`config.mk`:
```
export PLATFORM = sky130hd
export DESIGN_NAME = enh_regfile
export DESIGN_NICKNAME = d
export VERILOG_FILES = /design/src/rtl/enh_regs_pkg.sv /design/src/rtl/enh_access_dec.sv /design/src/rtl/enh_param_ram.sv /design/src/rtl/enh_mode_ctrl.sv /design/src/rtl/enh_regfile.sv
export SDC_FILE = /design/constraint.sdc
export NUM_CORES = 1
export LEC_CHECK = 0
export ABC_AREA = 0
export BUFFER_PORTS_ARGS = -buffer_cell sky130_fd_sc_hd__clkbuf_2
export CAP_MARGIN = 20
export CELL_PAD_IN_SITES_DETAIL_PLACEMENT = 0
export CELL_PAD_IN_SITES_GLOBAL_PLACEMENT = 1
export CORE_ASPECT_RATIO = 1.25
export CORE_MARGIN = 2
export CORE_UTILIZATION = 40
export CTS_CLUSTER_DIAMETER = 100
export DETAILED_ROUTE_END_ITERATION = 7
export PLACE_DENSITY = 0.61
export SYNTH_ARGS = -nofsm -noshare
export SYNTH_HDL_FRONTEND = slang
export SYNTH_SLANG_ARGS = --single-unit
```
`constraint.sdc`:
```
create_clock -name clk -period 4.34 [get_ports clk]
set_input_delay 0.217 -clock clk [delete_from_list [all_inputs] [get_ports clk]]
set_output_delay 0.217 -clock clk [all_outputs]
set_load 0.01 [all_outputs]
```
`src/rtl/enh_regs_pkg.sv`:
```
// Package: shared address map and access-strobe type for the enhanced-mode
// register file. Assumes a 4-bit register address with disjoint write
// (0-7) and read (8-15) halves.
package enh_regs_pkg;

    localparam int unsigned ADDR_W = 4;

    // Write-side addresses
    localparam logic [ADDR_W-1:0] A_WR_DATA  = 4'd0;
    localparam logic [ADDR_W-1:0] A_WR_MARK  = 4'd1;
    localparam logic [ADDR_W-1:0] A_WR_CRC   = 4'd2;
    localparam logic [ADDR_W-1:0] A_WR_PARAM = 4'd3;
    localparam logic [ADDR_W-1:0] A_WR_PHASE = 4'd4;
    localparam logic [ADDR_W-1:0] A_WR_SETUP = 4'd5;
    localparam logic [ADDR_W-1:0] A_WR_MCLR  = 4'd6;
    localparam logic [ADDR_W-1:0] A_WR_MSET  = 4'd7;

    // Read-side addresses
    localparam logic [ADDR_W-1:0] A_RD_DATA   = 4'd8;
    localparam logic [ADDR_W-1:0] A_RD_MARK   = 4'd9;
    localparam logic [ADDR_W-1:0] A_RD_ERROR  = 4'd10;
    localparam logic [ADDR_W-1:0] A_RD_PARAM  = 4'd11;
    localparam logic [ADDR_W-1:0] A_RD_PHASE  = 4'd12;
    localparam logic [ADDR_W-1:0] A_RD_SETUP  = 4'd13;
    localparam logic [ADDR_W-1:0] A_RD_STATUS = 4'd14;
    localparam logic [ADDR_W-1:0] A_RD_MODE   = 4'd15;

    // Qualified access strobes produced by the decoder
    typedef struct packed {
        logic mode_clr;
        logic mode_set;
        logic phase_wr;
        logic pram_wr;
        logic pram_rd;
        logic rd_ok;
    } acc_t;

endpackage

```
`src/rtl/enh_access_dec.sv`:
```
// Module: enh_access_dec
// Turns the raw strobes and address into qualified one-hot access strobes.
// Assumes accesses count only while the enhanced personality is active,
// and that a write wins over a read issued in the same cycle.
module enh_access_dec
    import enh_regs_pkg::*;
(
    input  logic              active,
    input  logic              wr_en,
    input  logic              rd_en,
    input  logic [ADDR_W-1:0] addr,
    output acc_t              acc
);

    logic wr_ok;
    logic rd_ok;

    // Qualify strobes with the active flag and the write-over-read priority
    always_comb begin
        wr_ok        = active & wr_en;
        rd_ok        = active & rd_en & ~wr_en;
        acc.mode_clr = wr_ok & (addr == A_WR_MCLR);
        acc.mode_set = wr_ok & (addr == A_WR_MSET);
        acc.phase_wr = wr_ok & (addr == A_WR_PHASE);
        acc.pram_wr  = wr_ok & (addr == A_WR_PARAM);
        acc.pram_rd  = rd_ok & (addr == A_RD_PARAM);
        acc.rd_ok    = rd_ok;
    end

endmodule

```
`src/rtl/enh_param_ram.sv`:
```
// Module: enh_param_ram
// Parameter RAM with an auto-advancing index. Every read or write steps
// the index modulo DEPTH; a clear request forces it to zero and takes
// priority. Assumes wr and rd are never both high (decoder guarantees).
module enh_param_ram #(
    parameter int unsigned DATA_W = 8,
    parameter int unsigned DEPTH  = 16,
    localparam int unsigned IDX_W = (DEPTH > 1) ? $clog2(DEPTH) : 1
) (
    input  logic              clk,
    input  logic              rst_n,
    input  logic              wr,
    input  logic              rd,
    input  logic              idx_clr,
    input  logic [DATA_W-1:0] wdata,
    output logic [DATA_W-1:0] rdata,
    output logic [IDX_W-1:0]  idx
);

    localparam logic [IDX_W-1:0] LAST = IDX_W'(DEPTH - 1);

    logic [DATA_W-1:0] mem [DEPTH];

    // Index: clear on request, otherwise advance and wrap on each access
    always_ff @(posedge clk) begin
        if (!rst_n) begin
            idx <= '0;
        end else if (idx_clr) begin
            idx <= '0;
        end else if (wr | rd) begin
            idx <= (idx == LAST) ? '0 : idx + 1'b1;
        end
    end

    // One storage register per entry, written when the index selects it
    for (genvar g = 0; g < DEPTH; g++) begin : g_entry
        always_ff @(posedge clk) begin
            if (!rst_n) begin
                mem[g] <= '0;
            end else if (wr && (idx == IDX_W'(g))) begin
                mem[g] <= wdata;
            end
        end
    end

    assign rdata = mem[idx];

endmodule

```
`src/rtl/enh_mode_ctrl.sv`:
```
// Module: enh_mode_ctrl
// Mode register with separate clear-bits and set-bits updates, plus the
// personality flag. Entry comes from the legacy unlock pulse; a clear
// that drops bit STAT_BIT hands control back and pulses legacy_clr.
// Assumes clr and set strobes are mutually exclusive.
module enh_mode_ctrl #(
    parameter int unsigned DATA_W   = 8,
    parameter int unsigned STAT_BIT = 6
) (
    input  logic              clk,
    input  logic              rst_n,
    input  logic              unlock,
    input  logic              clr_stb,
    input  logic              set_stb,
    input  logic [DATA_W-1:0] wdata,
    output logic [DATA_W-1:0] mode,
    output logic              active,
    output logic              legacy_clr
);

    localparam logic [DATA_W-1:0] STAT_MASK = DATA_W'(1) << STAT_BIT;

    logic [DATA_W-1:0] cleared;

    // Value the mode register takes on a clear-bits write
    assign cleared = mode & ~wdata;

    // Mode, personality flag and handoff pulse
    always_ff @(posedge clk) begin
        if (!rst_n) begin
            mode       <= '0;
            active     <= 1'b0;
            legacy_clr <= 1'b0;
        end else begin
            legacy_clr <= 1'b0;
            if (unlock && !active) begin
                active <= 1'b1;
                mode   <= mode | STAT_MASK;
            end else if (clr_stb) begin
                mode <= cleared;
                if (cleared[STAT_BIT] == 1'b0) begin
                    active     <= 1'b0;
                    legacy_clr <= 1'b1;
                end
            end else if (set_stb) begin
                mode <= mode | wdata;
            end
        end
    end

endmodule

```
`src/rtl/enh_regfile.sv`:
```
// Module: enh_regfile (top)
// Enhanced-personality register file: phase register, clear/set mode
// register, auto-indexed parameter RAM and a status view of the active
// personality. Read data is registered and is zero after any non-read.
// Assumes the legacy decoder drives unlock_in for one cycle.
module enh_regfile
    import enh_regs_pkg::*;
#(
    parameter int unsigned DATA_W     = 8,
    parameter int unsigned PRAM_DEPTH = 16,
    parameter int unsigned STAT_BIT   = 6,
    localparam int unsigned IDX_W     = (PRAM_DEPTH > 1) ? $clog2(PRAM_DEPTH) : 1
) (
    input  logic              clk,
    input  logic              rst_n,
    input  logic              unlock_in,
    input  logic [3:0]        reg_addr,
    input  logic              wr_en,
    input  logic              rd_en,
    input  logic [DATA_W-1:0] wr_data,
    output logic [DATA_W-1:0] rd_data,
    output logic              enh_active,
    output logic              legacy_clr_req
);

    acc_t              acc;
    logic [DATA_W-1:0] mode_q;
    logic [DATA_W-1:0] phase_q;
    logic [DATA_W-1:0] pram_q;
    logic [IDX_W-1:0]  pram_idx;
    logic [DATA_W-1:0] status_v;
    logic [DATA_W-1:0] rd_mux;

    enh_access_dec u_dec (
        .active (enh_active),
        .wr_en  (wr_en),
        .rd_en  (rd_en),
        .addr   (reg_addr),
        .acc    (acc)
    );

    enh_mode_ctrl #(
        .DATA_W   (DATA_W),
        .STAT_BIT (STAT_BIT)
    ) u_mode (
        .clk        (clk),
        .rst_n      (rst_n),
        .unlock     (unlock_in),
        .clr_stb    (acc.mode_clr),
        .set_stb    (acc.mode_set),
        .wdata      (wr_data),
        .mode       (mode_q),
        .active     (enh_active),
        .legacy_clr (legacy_clr_req)
    );

    enh_param_ram #(
        .DATA_W (DATA_W),
        .DEPTH  (PRAM_DEPTH)
    ) u_pram (
        .clk     (clk),
        .rst_n   (rst_n),
        .wr      (acc.pram_wr),
        .rd      (acc.pram_rd),
        .idx_clr (acc.mode_clr),
        .wdata   (wr_data),
        .rdata   (pram_q),
        .idx     (pram_idx)
    );

    // Phase register load
    always_ff @(posedge clk) begin
        if (!rst_n) begin
            phase_q <= '0;
        end else if (acc.phase_wr) begin
            phase_q <= wr_data;
        end
    end

    // Status view: all bits zero except the personality flag
    always_comb begin
        status_v           = '0;
        status_v[STAT_BIT] = enh_active;
    end

    // Read multiplexer; placeholder locations fall to zero
    always_comb begin
        case (reg_addr)
            A_RD_PARAM:  rd_mux = pram_q;
            A_RD_PHASE:  rd_mux = phase_q;
            A_RD_STATUS: rd_mux = status_v;
            A_RD_MODE:   rd_mux = mode_q;
            default:     rd_mux = '0;
        endcase
    end

    // Registered read data, zero when no qualified read
    always_ff @(posedge clk) begin
        if (!rst_n) begin
            rd_data <= '0;
        end else begin
            rd_data <= acc.rd_ok ? rd_mux : '0;
        end
    end

endmodule

```
==> results.yml, run 1 <==
sta:
  post-route-period-util: 0.588
  worst_slew_pin_slew_ns: 1.08
  finClkSkew_ns: 0.00954
  relSlewSlack: 0.271
  hold_viol: 0
  slew_viol_final: 0
  finalSetupTns_ns: 0
  setup_viol: 0
  period_needed_ns: 2.55
  max_freq_ghz: 0.392
  hold_ws_ns: 0.0500
  rsz0062_at_grt: "false"
power_and_ir_drop:
  power_switching_w: 0.000707
  p_total_w: 0.00341
  p_per_area_nw_per_um2: 408
  p_leak_nw: 2.96
  sequentialPowerShare: 0.513
  p_sw_frac: 0.207
  peakVddDrop_v: 0.000245
  internal_power_w: 0.00270
  p_comb_frac: 0.036
  p_clk_frac: 0.451
clock_network:
  cts_setup_buffers: 0
  cts_tree: "built"
  path_clk_slew_ns: 0.06
  root_buffer: "clkbuf_16"
  cts.sinks: 162
  clkLatencyLatePin_ns: 0.43
  cts_buffers: 17
  clk_path_buf_depth: 2
  cts-hold-fix-buffers: 0
  htree_levels: 4
  ctsResizeCount: 0
critical_path:
  reg2reg_depth: 4
  critPathMaxFanout: 9
  worst_ep_required_time_ns: 4.48
  arrival_ns: 2.69
  crit_type: "reg -> reg"
  rr_endpoint: "u_pram.mem[15][6]"
  critPathCaptureType: "flip-flop"
  start_kind: "flip-flop"
  endpoint: "u_pram.mem[15][6]"
  crit-reg2reg-launch: "u_mode.active"
  startpoint: "u_mode.active"
  worst-r2r-setup-slack_ns: 1.79
layout:
  drive_gt1_frac: 0.177
  final_nets: 573
  fin_cells: 793
  antenna_cells: 0
  area_growth_pct: 13.4
logic_synthesis:
  yosys_register_bits: 162
  synth_cell_types: 37
  synthFlopType: "edfxtp_1"
  synth_edf_count: 128
  ys_seq_area_frac: 0.615
  netlist_area_um2: 7360
  async_flop_share: 0
  ys_warn_count: 0
  syn_inst: 520
  synth_fp_nets: 541
  syn-mean-instance-area_um2: 14.2
grt:
  antenna_found_initial: 0
  grt_pass1_wl_mm: 28.8
  grt_use_met2: 0.354
  grt_usage: 0.207
  grt_pass1_vias: 4406
  grt_max_degree: 41
  grt_util_met3: 0.0388
  grt_busiest_layer: "met2"
  grt_overflow: 0
  use_met1: 0.266
place:
  gp_congestion: 0.792
  placed_cells: 746
  dpl.hpwl_mm: 12.7
  io_buffers: 26
die:
  core_um2: 18100
  start_util: 0.407
  io_pins: 27
  dieArea_um2: 19500
  rows: 55
  die_y_um: 156
  fp.dieW_um: 125
routing:
  wl_per_cell_um: 24.2
  wirelength_mm: 19.2
  dr_total_vias: 4363
  drt-initial-drc-count: 332
  ant_nets: 0
  drt-pass1-iter-count: 5
  drc: 0
  viasPerCell: 5.50
min_path:
  hp-class: "in -> reg"
  hold_start: "unlock_in"
job:
  drv_cap: 0
outcome:
  status: "finished, final reports clean"
[worst min path at each step]
stage / to / slack [ns] / depth (start not counted)
after detailed placement: u_mode.active / 0.48 / 3
after floorplan: u_mode.active / 0.37 / 2
after global routing: u_mode.active / 0.07 / 3
final: u_mode.active / 0.05 / 3
after global placement: u_mode.active / 0.48 / 3
after CTS: u_mode.active / 0.04 / 3
[cell usage in the layout, fill, tap and decap left out, drive strengths merged]
cell | synthesis | final
a21boi | 1 | 1
a21o | 1 | 1
a21oi | 1 | 1
a22oi | 8 | 8
a31oi | 1 | 1
and2 | 130 | 130
and3 | 1 | 1
and3b | 1 | 1
and4b | 3 | 3
buf | 14 | 13
bufinv | 0 | 1
clkbuf | 16 | 57
clkinv | 0 | 2
dfxtp | 34 | 34
edfxtp | 128 | 128
ha | 4 | 4
inv | 2 | 4
mux2i | 35 | 35
mux4 | 32 | 32
nand2 | 4 | 4
nand2b | 3 | 3
nand3 | 15 | 15
nand3b | 3 | 3
nor2 | 25 | 25
nor2b | 17 | 17
nor3 | 2 | 2
o2111ai | 1 | 1
o211ai | 1 | 1
o21a | 1 | 1
o21ai | 25 | 25
o22a | 7 | 7
or2 | 2 | 2
or3 | 1 | 1
xor2 | 1 | 1
[critical path, cell delays in order (launching register included)]
cell      delay [ns]
dfxtp_1         0.42
and4b_1         0.42
nand3_1         0.33
o21ai_0         0.80
clkbuf_2        0.30
[cell type report]
cell class                      count  area, µm²
Sequential cell                   162       4530
Multi-Input combinational cell    326       2680
Clock buffer                       27        554
Timing Repair Buffer               43        235
Inverter                            2       7.51
Fill cell                        1626       9750
Clock inverter                      5       60.1
Tap cell                          228        285
[Yosys cell counts, drive strengths merged, types with 4 or more instances]
library cell | number | area share
and2 | 130 | 0.11
edfxtp | 128 | 0.52
mux2i | 35 | 0.048
dfxtp | 34 | 0.092
mux4 | 32 | 0.10
nor2 | 25 | 0.013
o21ai | 25 | 0.017
nor2b | 17 | 0.014
clkbuf | 16 | 0.0082
nand3 | 15 | 0.010
buf | 14 | 0.012
a22oi | 8 | 0.0082
o22a | 7 | 0.0083
ha | 4 | 0.0068
nand2 | 4 | 0.0020
[cells by family after synthesis]
group | count (synthesis) | synth area share
multiplexers | 67 | 0.150
AND/OR/NAND/NOR | 207 | 0.166
AO/OA/AOI/OAI | 47 | 0.0403
flip-flops | 162 | 0.615
XOR/XNOR | 1 | 0.00119
adder cells (fa/ha/maj) | 4 | 0.00680
buffers and inverters | 32 | 0.0213
[power groups by stage]
stage | combinational (W) | sequential, W | clock (W)
after floorplan | 0.0000646 | 0.00176 | 0
after global placement | 0.000117 | 0.00178 | 0
after detailed placement | 0.000119 | 0.00178 | 0
after CTS | 0.000119 | 0.00175 | 0.00156
after global routing | 0.000132 | 0.00175 | 0.00163
final | 0.000123 | 0.00175 | 0.00154
[state kept, by name (all words and copies together) (netlist names), named ones only]
| name | count |
|---|---|
| u_pram.idx | 4 |
| u_mode.legacy_clr | 1 |
| rd_data | 8 |
| u_mode.mode | 1 |
| u_pram.mem | 128 |
| phase_q | 8 |
| u_mode.active | 1 |
[through the flow]
| stage | setup WS [ns] | utilization | instance area (µm²) |
|---|---|---|---|
| detailed placement | 1.66 | 0.422 | 7640 |
| CTS | 1.72 | 0.456 | 8250 |
| finish | 1.79 | 0.461 | 8350 |
| global route | 1.70 | 0.461 | 8350 |
| floorplan | 2.30 | - | 7360 |
| global placement | 1.75 | 0.422 | 7630 |
[layer usage]
| layer | routed length [µm] | part of all wire | vias up |
|---|---|---|---|
| li1 | - | - | 1986 |
| met4 | 415 | 0.022 | 0 |
| met2 | 9810 | 0.51 | 121 |
| met5 | 0 | 0 | - |
| met3 | 718 | 0.037 | 23 |
| met1 | 8250 | 0.43 | 2233 |
Note: power is estimated with default switching activity, not from simulation.
==> inputs of run 2 (changes only) <==
--- a/config.mk
+++ b/config.mk
@@ -5,7 +5,7 @@
 export SDC_FILE = /design/constraint.sdc
 export NUM_CORES = 1
 export LEC_CHECK = 0
-export ABC_AREA = 0
+export ABC_AREA = 1
 export BUFFER_PORTS_ARGS = -buffer_cell sky130_fd_sc_hd__clkbuf_2
 export CAP_MARGIN = 20
 export CELL_PAD_IN_SITES_DETAIL_PLACEMENT = 0
@@ -15,7 +15,7 @@
 export CORE_UTILIZATION = 40
 export CTS_CLUSTER_DIAMETER = 100
 export DETAILED_ROUTE_END_ITERATION = 7
-export PLACE_DENSITY = 0.61
+export PLACE_DENSITY = 0.67
 export SYNTH_ARGS = -nofsm -noshare
 export SYNTH_HDL_FRONTEND = slang
 export SYNTH_SLANG_ARGS = --single-unit
==> constraint.sdc (replaced) <==
create_clock -name clk -period 2.3 [get_ports clk]
set_input_delay 0.115 -clock clk [delete_from_list [all_inputs] [get_ports clk]]
set_output_delay 0.115 -clock clk [all_outputs]
set_load 0.01 [all_outputs]
==> results.yml, run 2 <==
outcome:
  status: "finished, final reports clean"
grt:
  grt_max_degree: 51
  grt_overflow: 0
  grt_usage: 0.211
  grt_pass1_wl_mm: 31.2
  grt_pass1_vias: 5726
  antenna_found_initial: 0
clock_network:
  htree_levels: 4
  cts_tree: "built"
  cts_setup_buffers: 0
  cts_buffers: 17
  cts-hold-fix-buffers: 8
  clkLatencyLatePin_ns: 0.42
  path_clk_slew_ns: 0.07
  clk_path_buf_depth: 2
  cts.sinks: 162
  ctsResizeCount: 0
  root_buffer: "clkbuf_16"
layout:
  final_nets: 874
  final_cell_mix: "199 x nand2_1, 139 x nor2_1, 128 x edfxtp_1"
  reg.largest.list: "u_pram.mem: 128 flops, phase_q: 8 flops, rd_data: 8 flops"
  final_common_cell: "nand2_1"
  regMostFlops: "u_pram.mem"
  nFillCells: 1729
  fin_cells: 1094
  drive_gt1_frac: 0.147
  area_growth_pct: 15.6
  final_util: 0.475
  largest_register_ff_count: 128
  seq_area_um2: 4530
  antenna_cells: 0
  multiInputGateArea_um2: 2580
critical_path:
  cp_num_buf_inv: 2
  crit_chain: "nand2_2 > nor2_4 > nand3_4 > nor2_4 > inv_1 > o21ai_0 > buf_4"
  crit_type: "reg -> reg"
  critPathCaptureType: "flip-flop"
  critPathMaxFanout: 8
  critPathTopFamily: "simple AND/OR/NAND/NOR gates"
  worst_ep_required_time_ns: 2.43
  start_kind: "flip-flop"
  arrival_ns: 2.06
  cp_slowest_cell: "dfxtp_1"
  critPathMaxStageDelay_ns: 0.40
  crit_top_cell: "nor2_4"
routing:
  ant_nets: 0
  drt-initial-drc-count: 431
  dr_total_vias: 5628
  wl_met1_mm: 8.04
  viasPerCell: 5.14
  wl_met2_mm: 10.8
  drc: 0
  wirelength_mm: 20.2
  drt-pass1-iter-count: 5
  wl_per_cell_um: 18.5
  wl_met3_um: 881
  dr.max_layer_used: "met4"
sta:
  worst_slew_pin_slew_ns: 0.589
  relSlewSlack: 0.605
  slew_viol_final: 0
  setup_viol: 0
  hold_viol: 0
  max_freq_ghz: 0.516
  finalSetupTns_ns: 0
  finClkSkew_ns: 0.0117
  hold_ws_ns: 0.0372
  period_needed_ns: 1.94
  post-route-period-util: 0.842
  rsz0062_at_grt: "false"
place:
  io_buffers: 26
  placed_cells: 1054
  gp_congestion: 0.903
  dpl.hpwl_mm: 14.0
logic_synthesis:
  synth_fp_nets: 823
  ys_warn_count: 0
  synth_top_cells_by_count: "199 x nand2_1, 139 x nor2_1, 128 x edfxtp_1, 99 x nand3_1, 53 x inv_1"
  async_flop_share: 0
  syn_inst: 802
  synth_top_area_frac: 0.513
  synth_cell_types: 29
  yosys_register_bits: 162
  netlist_area_um2: 7490
  ys_seq_area_frac: 0.604
  yosysMostFrequentCell: "nand2_1"
  synth_edf_count: 128
  syn-mean-instance-area_um2: 9.34
  netlist_top_cells_area: "edfxtp_1 51%, nand2_1 10%, dfxtp_1 9.1%"
  synth_area_leader_cell: "edfxtp_1"
  synthFlopType: "edfxtp_1"
min_path:
  hp-class: "in -> reg"
job:
  drv_cap: 0
power_and_ir_drop:
  peakVddDrop_v: 0.000408
  p_leak_nw: 3.37
  p_per_area_nw_per_um2: 721
die:
  core_um2: 18200
  start_util: 0.411
  fp.dieW_um: 126
  dieArea_um2: 19800
  die_y_um: 157
  io_pins: 27
  rows: 55
[run 2: cell families (layout without fill, tap and decap cells)]
group,after synthesis,in the layout,synth area share
xor+xnor,1,1,0.00117
compound gates,68,68,0.0476
buf+inv,97,161,0.0513
simple gates,470,470,0.289
fa+ha+maj,4,4,0.00668
flops,162,162,0.604
[run 2: worst paths after layout]
| path | from | to | slack [ns] | depth (start not counted) |
|---|---|---|---|---|
| worst max-delay path | u_mode.active | u_pram.mem[14][3] | 0.36 | 7 |
| worst max register to register | u_mode.active | u_pram.mem[14][3] | 0.36 | 7 |
| worst min-delay path | wr_data[6] | phase_q[6] | 0.04 | 3 |
| worst min register to register | flip-flop | flip-flop | 0.45 | 2 |
[run 2: final cells by class]
type	instances	share of cell area
Tap cell	228	0.0329
Inverter	58	0.0254
Clock inverter	10	0.00823
Multi-Input combinational cell	543	0.298
Sequential cell	162	0.523
Timing Repair Buffer	71	0.0578
Clock buffer	22	0.0549
[run 2: power breakdown]
group,switching (W),internal (W)
logic,0.000242,0.0000991
registers,0.0000291,0.00323
clock network,0.00116,0.00148
[run 2: layer usage]
metal | global-route usage | up-vias
met5 | 0 | -
met4 | 0.0748 | 0
met3 | 0.0330 | 25
met2 | 0.392 | 143
met1 | 0.246 | 2694
li1 | - | 2766
[run 2: stage by stage]
step                      worst slack [ns]  instance area (µm²)  power, W
after floorplan                      0.110                 7490   0.00349
after global placement               0.458                 8030   0.00365
after detailed placement             0.395                 8030   0.00366
after CTS                            0.379                 8660   0.00629
after global routing                 0.201                 8660   0.00643
final                                0.363                 8660   0.00624
[run 2: worst register-to-register path, stage by stage, from the launching register on]
cell and delay [ns]:
dfxtp_1 0.40, nand2_2 0.13, nor2_4 0.14, nand3_4 0.17, nor2_4 0.24, inv_1 0.17, o21ai_0 0.20, buf_4 0.20
==> inputs of run 3 (changes only) <==
--- a/config.mk
+++ b/config.mk
@@ -5,7 +5,7 @@
 export SDC_FILE = /design/constraint.sdc
 export NUM_CORES = 1
 export LEC_CHECK = 0
-export ABC_AREA = 1
+export ABC_AREA = 0
 export BUFFER_PORTS_ARGS = -buffer_cell sky130_fd_sc_hd__clkbuf_2
 export CAP_MARGIN = 20
 export CELL_PAD_IN_SITES_DETAIL_PLACEMENT = 0
@@ -15,7 +15,7 @@
 export CORE_UTILIZATION = 40
 export CTS_CLUSTER_DIAMETER = 100
 export DETAILED_ROUTE_END_ITERATION = 7
-export PLACE_DENSITY = 0.67
+export PLACE_DENSITY = 0.63
 export SYNTH_ARGS = -nofsm -noshare
 export SYNTH_HDL_FRONTEND = slang
 export SYNTH_SLANG_ARGS = --single-unit
==> constraint.sdc (replaced) <==
create_clock -name clk -period 1.7 [get_ports clk]
set_input_delay 0.085 -clock clk [delete_from_list [all_inputs] [get_ports clk]]
set_output_delay 0.085 -clock clk [all_outputs]
set_load 0.01 [all_outputs]
==> results.yml, run 3 (synthesized netlist as in run 1, its figures left out) <==
layout:
  reg.largest.list: "u_pram.mem: 128 flops, phase_q: 8 flops, rd_data: 8 flops"
  regMostFlops: "u_pram.mem"
  final_common_cell: "and2_1"
  final_nets: 611
  area_growth_pct: 20.7
  nFillCells: 1585
  drive_gt1_frac: 0.282
  largest_register_ff_count: 128
  final_cell_mix: "130 x and2_1, 128 x edfxtp_1, 45 x buf_4"
  antenna_cells: 0
critical_path:
  critPathCaptureType: "flip-flop"
  reg2reg_depth: 5
  crit_type: "reg -> reg"
  critPathMaxFanout: 6
  start_kind: "flip-flop"
  rr_endpoint: "rd_data[4]"
  arrival_ns: 2.14
  worst-r2r-setup-slack_ns: -0.13
  worst_ep_required_time_ns: 2.01
routing:
  wirelength_mm: 18.1
  drc: 0
  drt-initial-drc-count: 392
  viasPerCell: 5.29
  ant_nets: 0
  drt-pass1-iter-count: 4
  wl_per_cell_um: 21.7
  dr_total_vias: 4398
grt:
  grt_use_met2: 0.323
  grt_util_met3: 0.0388
  grt_overflow: 0
  grt_usage: 0.197
  grt_pass1_wl_mm: 28.3
  grt_max_degree: 23
  grt_pass1_vias: 4749
  use_met1: 0.251
  antenna_found_initial: 0
  grt_busiest_layer: "met2"
sta:
  finalSetupTns_ns: -0.712
  worst_slew_pin_slew_ns: 0.485
  period_needed_ns: 1.83
  slew_viol_final: 0
  hold_viol: 0
  rsz0062_at_grt: "true"
  max_freq_ghz: 0.546
  post-route-period-util: 1.08
  setup_viol: 8
  relSlewSlack: 0.677
  setup_ws_ns: -0.131
  finClkSkew_ns: 0.0111
min_path:
  hold_start: "reg_addr[0]"
  hp-class: "in -> reg"
  min_path_cells: 4
power_and_ir_drop:
  p_leak_nw: 3.15
  p_per_area_nw_per_um2: 940
  peakVddDrop_v: 0.000579
clock_network:
  cts_buffers: 17
  clk_path_buf_depth: 2
  clkLatencyLatePin_ns: 0.43
  htree_levels: 4
  root_buffer: "clkbuf_16"
  cts_tree: "built"
  cts.sinks: 162
  path_clk_slew_ns: 0.06
job:
  drv_cap: 0
die:
  rows: 55
  dieArea_um2: 19500
  fp.dieW_um: 125
  die_y_um: 156
  start_util: 0.407
  io_pins: 27
  core_um2: 18100
outcome:
  status: "finished, violations left"
  violations: "setup timing"
place:
  dpl.hpwl_mm: 12.2
  io_buffers: 26
  gp_congestion: 0.829
  place_ws_ns: -0.371
-- run 3: changes by cell type in the layout (fill, tap and decap cells not counted), moves of 29 or more --
| cell | delta |
|---|---|
| nor2_1 | -126 |
| inv_1 | -51 |
| nand3_1 | -89 |
| o21ai_0 | -29 |
| nand2_1 | -195 |
| and2_1 | +130 |
-- run 3: final cells by class --
type / instances / area [µm²] / area share
Sequential cell: 162 / 4530 / 0.510
Multi-Input combinational cell: 326 / 2910 / 0.327
Timing Repair Buffer: 81 / 618 / 0.0696
Clock buffer: 23 / 455 / 0.0513
Tap cell: 228 / 285 / 0.0321
Clock inverter: 9 / 83.8 / 0.00943
Inverter: 2 / 7.51 / 0.000845
-- run 3: metal layers --
| layer | vias to the layer above | wire length [µm] |
|---|---|---|
| met1 | 2226 | 7830 |
| met5 | - | 0 |
| li1 | 2057 | - |
| met3 | 28 | 573 |
| met4 | 0 | 669 |
| met2 | 87 | 9000 |
-- run 3: worst max-delay path, cell delays in order (launching register included) --
cell and delay [ns]:
dfxtp_4 0.40, buf_12 0.14, mux4_1 0.65, mux2i_4 0.26
o22a_1 0.19, o21ai_2 0.06
-- run 3: worst max-delay path by stage --
stage	startpoint	to	slack, ns	depth (start not counted)
floorplan	u_mode.active	u_pram.mem[0][0]	-0.14	4
global placement	flip-flop	rd_data[3]	-0.35	6
detailed placement	flip-flop	rd_data[3]	-0.37	6
CTS	u_mode.active	u_pram.mem[1][2]	-0.15	4
global route	flip-flop	rd_data[6]	-0.19	6
finish	flip-flop	rd_data[4]	-0.13	5
-- run 3: per-stage QoR --
stage	utilization	area [µm²]	instances	total power [W]	hold WS, ns
floorplan	-	7360	520	0.00466	0.237
global placement	0.444	8030	793	0.00485	0.357
detailed placement	0.444	8030	793	0.00486	0.356
CTS	0.482	8730	829	0.00844	0.158
global route	0.491	8890	831	0.00864	0.189
finish	0.491	8890	831	0.00836	0.175
-- run 3: timing repair --
| item | 4_1_cts | 5_1_grt |
|---|---|---|
| resized for setup | 39 | 32 |
| endpoints found under the setup margin | 95 | 234 |
| hold buffers | 1 | 0 |
| buffers inserted | 3 | 2 |
| endpoints found under the hold margin | 3 | 0 |
| gates cloned | 0 | 1 |
| pin swaps | 1 | 4 |
-- run 3: where the power goes --
| part | switching, W | total [W] | internal [W] | leakage, nW |
|---|---|---|---|---|
| registers | 0.0000375 | 0.00443 | 0.00439 | 1.55 |
| clock network | 0.00151 | 0.00356 | 0.00205 | 0.276 |
| logic | 0.000235 | 0.000368 | 0.000133 | 1.33 |
